### config.mk
export PLATFORM = sky130hd
export DESIGN_NAME = ioexp_chg_irq
export DESIGN_NICKNAME = d
export VERILOG_FILES = /design/src/rtl/ioexp_irq_pkg.sv /design/src/rtl/ioexp_pin_sync.sv /design/src/rtl/ioexp_arm_ctrl.sv /design/src/rtl/ioexp_port_watch.sv /design/src/rtl/ioexp_chg_irq.sv
export SDC_FILE = /design/constraint.sdc
export NUM_CORES = 1
export LEC_CHECK = 0
export ABC_AREA = 1
export ABC_CLOCK_PERIOD_IN_PS = 1200
export BUFFER_PORTS_ARGS = -buffer_cell sky130_fd_sc_hd__buf_4
export CORE_MARGIN = 5
export CORE_UTILIZATION = 40
export DETAILED_ROUTE_END_ITERATION = 8
export SYNTH_ARGS = -nofsm -noshare
export SYNTH_HDL_FRONTEND = slang
export SYNTH_SLANG_ARGS = --single-unit
### constraint.sdc
create_clock -name clk -period 1.2 [get_ports clk]
set_input_delay 0.24 -clock clk [delete_from_list [all_inputs] [get_ports clk]]
set_output_delay 0.24 -clock clk [all_outputs]
set_load 0.005 [all_outputs]
### src/rtl/ioexp_irq_pkg.sv
package ioexp_irq_pkg;

  // Arming phase of the change detector after reset release.
  typedef enum logic {
    ARM_LOAD = 1'b0,   // reference copies still tracking the synchronizer
    ARM_RUN  = 1'b1    // comparisons live
  } arm_state_e;

  // Count width able to hold values 0..max_val.
  function automatic int unsigned cnt_bits(input int unsigned max_val);
    int unsigned b;
    b = 1;
    while ((1 << b) <= max_val) b++;
    return b;
  endfunction

endpackage

### src/rtl/ioexp_pin_sync.sv
module ioexp_pin_sync #(
  parameter int unsigned WIDTH  = 16,
  parameter int unsigned STAGES = 2
) (
  input  logic             clk,
  input  logic             rst_n,
  input  logic [WIDTH-1:0] raw_i,
  output logic [WIDTH-1:0] sync_o
);

  logic [WIDTH-1:0] stage_q [STAGES];

  always_ff @(posedge clk or negedge rst_n) begin
    if (!rst_n) stage_q[0] <= '0;
    else        stage_q[0] <= raw_i;
  end

  // Remaining flops of the chain.
  for (genvar s = 1; s < STAGES; s++) begin : g_stage
    always_ff @(posedge clk or negedge rst_n) begin
      if (!rst_n) stage_q[s] <= '0;
      else        stage_q[s] <= stage_q[s-1];
    end
  end

  assign sync_o = stage_q[STAGES-1];

endmodule

### src/rtl/ioexp_arm_ctrl.sv
module ioexp_arm_ctrl
  import ioexp_irq_pkg::*;
#(
  parameter int unsigned LOAD_CYC = 3
) (
  input  logic clk,
  input  logic rst_n,
  output logic armed_o
);

  localparam int unsigned CW = cnt_bits(LOAD_CYC);

  arm_state_e     state_q;
  logic [CW-1:0]  cnt_q;
  logic           last_load;

  assign last_load = (cnt_q == CW'(LOAD_CYC - 1));

  always_ff @(posedge clk or negedge rst_n) begin
    if (!rst_n) begin
      state_q <= ARM_LOAD;
      cnt_q   <= '0;
    end else if (state_q == ARM_LOAD) begin
      cnt_q <= cnt_q + 1'b1;
      if (last_load) state_q <= ARM_RUN;
    end
  end

  assign armed_o = (state_q == ARM_RUN);

  // arming happens once and never reverts outside reset
  p_armed_sticky_r1: assert property (@(posedge clk) disable iff (!rst_n)
    armed_o |=> armed_o);

endmodule

### src/rtl/ioexp_port_watch.sv
module ioexp_port_watch #(
  parameter int unsigned W = 8
) (
  input  logic         clk,
  input  logic         rst_n,
  input  logic         armed_i,
  input  logic [W-1:0] pins_s_i,
  input  logic [W-1:0] is_input_i,
  input  logic         rd_ack_i,
  output logic         pending_o
);

  logic [W-1:0] ref_q;
  logic         pend_q;
  logic [W-1:0] live_diff;   // input pins that differ from the reference
  logic         reload_evt;  // reference reload this edge
  logic         differs;

  // Pins whose synchronized level disagrees with the reference, masked to inputs.
  function automatic logic [W-1:0] diff_mask(input logic [W-1:0] now_v,
                                             input logic [W-1:0] ref_v,
                                             input logic [W-1:0] msk);
    return (now_v ^ ref_v) & msk;
  endfunction

  function automatic logic any_set(input logic [W-1:0] v);
    return |v;
  endfunction

  assign live_diff  = diff_mask(pins_s_i, ref_q, is_input_i);
  assign differs    = any_set(live_diff);
  assign reload_evt = !armed_i || rd_ack_i;

  always_ff @(posedge clk or negedge rst_n) begin
    if (!rst_n) begin
      ref_q  <= '0;
      pend_q <= 1'b0;
    end else if (reload_evt) begin
      ref_q  <= pins_s_i;
      pend_q <= 1'b0;
    end else begin
      pend_q <= differs;
    end
  end

  assign pending_o = pend_q;

  // a read strobe leaves the port clear after that edge
  p_ack_clears_r4: assert property (@(posedge clk) disable iff (!rst_n)
    rd_ack_i |=> !pending_o);

  // the reference takes the synchronized levels seen at the strobe edge
  p_ack_reload_r4: assert property (@(posedge clk) disable iff (!rst_n)
    rd_ack_i |=> (ref_q == $past(pins_s_i)));

  // with every pin an output, nothing can become pending
  p_out_masked_r3: assert property (@(posedge clk) disable iff (!rst_n)
    (armed_i && (is_input_i == '0)) |=> !pending_o);

  // without a strobe the reference is left untouched
  p_ref_kept_r8: assert property (@(posedge clk) disable iff (!rst_n)
    (armed_i && !rd_ack_i) |=> $stable(ref_q));

  // pins agreeing with the reference leave the port clear
  p_revert_clear_r6: assert property (@(posedge clk) disable iff (!rst_n)
    (armed_i && (pins_s_i == ref_q)) |=> !pending_o);

endmodule

### src/rtl/ioexp_chg_irq.sv
module ioexp_chg_irq #(
  parameter int unsigned NUM_PORTS   = 2,
  parameter int unsigned PORT_W      = 8,
  parameter int unsigned SYNC_STAGES = 2
) (
  input  logic                          clk,
  input  logic                          rst_n,
  input  logic [NUM_PORTS*PORT_W-1:0]   pin_lvl,
  input  logic [NUM_PORTS*PORT_W-1:0]   pin_is_input,
  input  logic [NUM_PORTS-1:0]          port_rd_ack,
  output logic                          irq_pull_en
);

  localparam int unsigned PIN_CNT  = NUM_PORTS * PORT_W;
  localparam int unsigned LOAD_CYC = SYNC_STAGES + 1;

  logic [PIN_CNT-1:0]   pins_s;
  logic                 armed;
  logic [NUM_PORTS-1:0] port_pend;

  ioexp_pin_sync #(
    .WIDTH  (PIN_CNT),
    .STAGES (SYNC_STAGES)
  ) u_sync (
    .clk    (clk),
    .rst_n  (rst_n),
    .raw_i  (pin_lvl),
    .sync_o (pins_s)
  );

  ioexp_arm_ctrl #(
    .LOAD_CYC (LOAD_CYC)
  ) u_arm (
    .clk     (clk),
    .rst_n   (rst_n),
    .armed_o (armed)
  );

  for (genvar p = 0; p < NUM_PORTS; p++) begin : g_port
    ioexp_port_watch #(
      .W (PORT_W)
    ) u_watch (
      .clk        (clk),
      .rst_n      (rst_n),
      .armed_i    (armed),
      .pins_s_i   (pins_s[p*PORT_W +: PORT_W]),
      .is_input_i (pin_is_input[p*PORT_W +: PORT_W]),
      .rd_ack_i   (port_rd_ack[p]),
      .pending_o  (port_pend[p])
    );
  end

  // Open-drain line: any pending port pulls it low.
  assign irq_pull_en = |port_pend;

  // nothing is signalled while references are loading
  p_quiet_loading_r1: assert property (@(posedge clk) disable iff (!rst_n)
    !armed |-> !irq_pull_en);

  // the interrupt can only rise if some pin was an input
  p_rise_needs_input_r3: assert property (@(posedge clk) disable iff (!rst_n)
    $rose(irq_pull_en) |-> $past(|pin_is_input));

  // the enable is always a defined level
  p_enable_known_r10: assert property (@(posedge clk) disable iff (!rst_n)
    !$isunknown(irq_pull_en));

endmodule

==> flow_metrics.env <==
export IMPL_place_congestion=0.713
export IMPL_portBuffers=36
export IMPL_path_delay_family="flip-flops"
export IMPL_final_net_count=275
export IMPL_violations="setup timing"
export IMPL_regArea_um2=1330
export IMPL_path_buf_inv=1
export IMPL_cp_data_arrival_time_ps=1020
export IMPL_fin_crit_sh_pct=105
export IMPL_track_usage_pct=10.1
export IMPL_cts_path_max_buffers=2
export IMPL_ios=37
export IMPL_grt_max_degree=32
export IMPL_grt_pass1_vias=1144
export IMPL_cts_buffers=5
export IMPL_routedWlPerCell_um=9.76
export IMPL_seq_area_frac_synth_pct=65.0
export IMPL_finalNonFillerCells=309
export IMPL_die_w_um=81.4
export IMPL_die_y_um=81.4
export IMPL_dpl_cell_count=300
export IMPL_clock_sinks=53
export IMPL_cts_root_buf="clkbuf_8"
export IMPL_synth_cells=193
export IMPL_top_layer_used="met4"
export IMPL_clk_latency_ps=290
export IMPL_htreeDepth=2
export IMPL_hold_worst_slack_ps=46.9
export IMPL_postLayoutCoreUtil_pct=50.1
export IMPL_critPathSlowestCell="dfrtp_1"
export IMPL_post_cts_buffers=0
export IMPL_finClkSkew_ps=5.84
export IMPL_endpoint_kind="primary output"
export IMPL_antenna_found_initial=0
export IMPL_wl_met2_um=1430
export IMPL_critPathMaxFanout=1
export IMPL_slowest_delay_ps=380
export IMPL_synth_edff_count=0
export IMPL_dr_pass1_iters=4
export IMPL_vias=1277
export IMPL_met1_length_um=1370
export IMPL_synth_top_cell_by_area="dfrtp_1"
export IMPL_fin_ws_ps=-60.1
export IMPL_finalSetupViolCount=1
export IMPL_slew_viol_final=0
export IMPL_diodes=0
export IMPL_multiInputGateArea_um2=526
export IMPL_syn_area_um2=2040
export IMPL_yosys_area_top_type_share_pct=65.0
export IMPL_p_leak_nw=1.32
export IMPL_synth_seq_cells=53
export IMPL_drt_initial_drc_count=39
export IMPL_met3WireLength_um=171
export IMPL_synthArstFlopShare_pct=100
export IMPL_rsz0062_at_grt="true"
export IMPL_total_power_mw=3.37
export IMPL_maxCapViolCount=0
export IMPL_criticalPathCategory="flip-flop to primary output"
export IMPL_synth_commonest_cells="55 x nand2_1, 53 x dfrtp_1, 33 x inv_1, 16 x nand3_1, 16 x o21ai_2"
export IMPL_slew_headroom_pct=89.2
export IMPL_avgSynthCellArea_um2=10.6
export IMPL_fmax_mhz=794
export IMPL_worst_setup_path_start_kind="flip-flop"
export IMPL_syn_nets=230
export IMPL_hold_path_class="primary input to flip-flop"
export IMPL_synth_most_common_cell="nand2_1"
export IMPL_worstPathCellList="or2_4 -> buf_6"
export IMPL_yosysWarnings=0
export IMPL_synth_ff_type="dfrtp_1"
export IMPL_drive_gt1_share_pct=30.1
export IMPL_start_util_pct=40.4
export IMPL_die_area_um2=6630
export IMPL_place_hpwl_um=2300
export IMPL_powerDensity_nw_per_um2=1330
export IMPL_fillCellCount=461
export IMPL_drtAntennaViolNets=0
export IMPL_cts_tree="built"
export IMPL_tightestPinTransition_ps=160
export IMPL_crit_required_ps=960
export IMPL_core_region_area_um2=5040
export IMPL_clk_pin_slew_worst_paths_ps=90
export IMPL_outcome="finished, violations left"
export IMPL_hold_viol_final=0
export IMPL_drc=0
export IMPL_row_count=26
export IMPL_grt_first_pass_wirelength_um=4980
export IMPL_grt_overflow_total=0
export IMPL_timing_final_crit_period_ps=1260
export IMPL_ys_top_cells_by_area="dfrtp_1 65%, nand2_1 10%, o21ai_2 6.9%"
export IMPL_synth_cell_type_count=16
export IMPL_area_growth_pct=23.9
export IMPL_ir_drop_mv=0.818
export IMPL_vias_per_cell=4.13
export IMPL_routed_wl_um=3020
==> through the flow <==
stage / worst slack, ps / area [µm²] / TNS (ps)
after global placement: 155 / 2410 / 0
after global routing: -107 / 2530 / -107
after CTS: -84.5 / 2530 / -84.5
after floorplan: 97.5 / 2040 / 0
after detailed placement: 160 / 2410 / 0
final: -60.1 / 2530 / -60.1
==> power by group <==
part           switching, mW  internal, mW
logic                  0.185         0.189
clock network          0.530         0.522
registers             0.0509          1.89
total                  0.766          2.60
==> path summary, 6_finish.rpt <==
| path | startpoint | slack (ps) | endpoint | cells after the start |
|---|---|---|---|---|
| min in group asynchronous | rst_n | 310 | g_port[1].u_watch.ref_q[5]$_DFFE_PN0N_ | 2 |
| worst min register to register | u_sync.stage_q[25]$_DFF_PN0_ | 350 | u_sync.sync_o[9]$_DFF_PN0_ | 0 |
| worst max-delay path | g_port[1].u_watch.pending_o$_DFF_PN0_ | -60 | irq_pull_en | 2 |
| max in group asynchronous | rst_n | 500 | u_sync.sync_o[10]$_DFF_PN0_ | 3 |
| worst max register to register | u_arm.armed_o$_DFF_PN0_ | 170 | g_port[1].u_watch.ref_q[1]$_DFFE_PN0N_ | 5 |
| worst min-delay path | pin_lvl[0] | 50 | u_sync.stage_q[16]$_DFF_PN0_ | 1 |
==> what timing repair did <==
item	4_1_cts	5_1_grt
gates cloned	0	0
hold endpoints to repair	9	0
endpoints found under the setup margin	1	1
pin swaps	1	0
hold buffers	1	0
resized for setup	2	0
==> cell families (layout without fill, tap and decap cells) <==
logic type / Yosys count / after routing / share of synthesized area [%]
AOI/OAI and AO/OA: 19 / 19 / 7.98
xor gates and xnor gates: 1 / 1 / 0.430
adders and majority gates: 1 / 1 / 0.613
buffers and inverters: 38 / 84 / 9.33
DFF: 53 / 53 / 65.0
and+or+nand+nor: 81 / 81 / 16.6
==> flip-flops by register name, indices dropped and copies added (netlist names) <==
| name | cells |
|---|---|
| g_port.u_watch.ref_q | 16 |
| u_sync.stage_q | 16 |
| u_sync.sync_o | 16 |
| g_port.u_watch.pending_o | 2 |
| u_arm.cnt_q | 2 |
| u_arm.armed_o | 1 |
==> placed cells by master (no fill, tap or decap), types with 3 or more instances in the layout <==
cell type and n:
buf_12 3, buf_4 37, clkbuf_8 7, dfrtp_1 53, inv_1 33, nand2_1 55, nand3_1 16, nor2_1 4
o21ai_2 16
==> routing by layer <==
layer / vias up / track usage, %
li1: 670 / -
met1: 573 / 14.0
met2: 30 / 14.7
met3: 4 / 2.66
met4: 0 / 4.56
met5: - / 0
==> final cells by class <==
type / instances / area share, %
tap: 70 / 3.47
sequential: 53 / 52.5
clock buffer: 7 / 3.81
clock inverter: 1 / 0.198
inverter: 34 / 5.05
timing repair buffer: 42 / 14.2
multi-input combinational: 102 / 20.8
No activity file was read; power rests on OpenSTA's default activity.
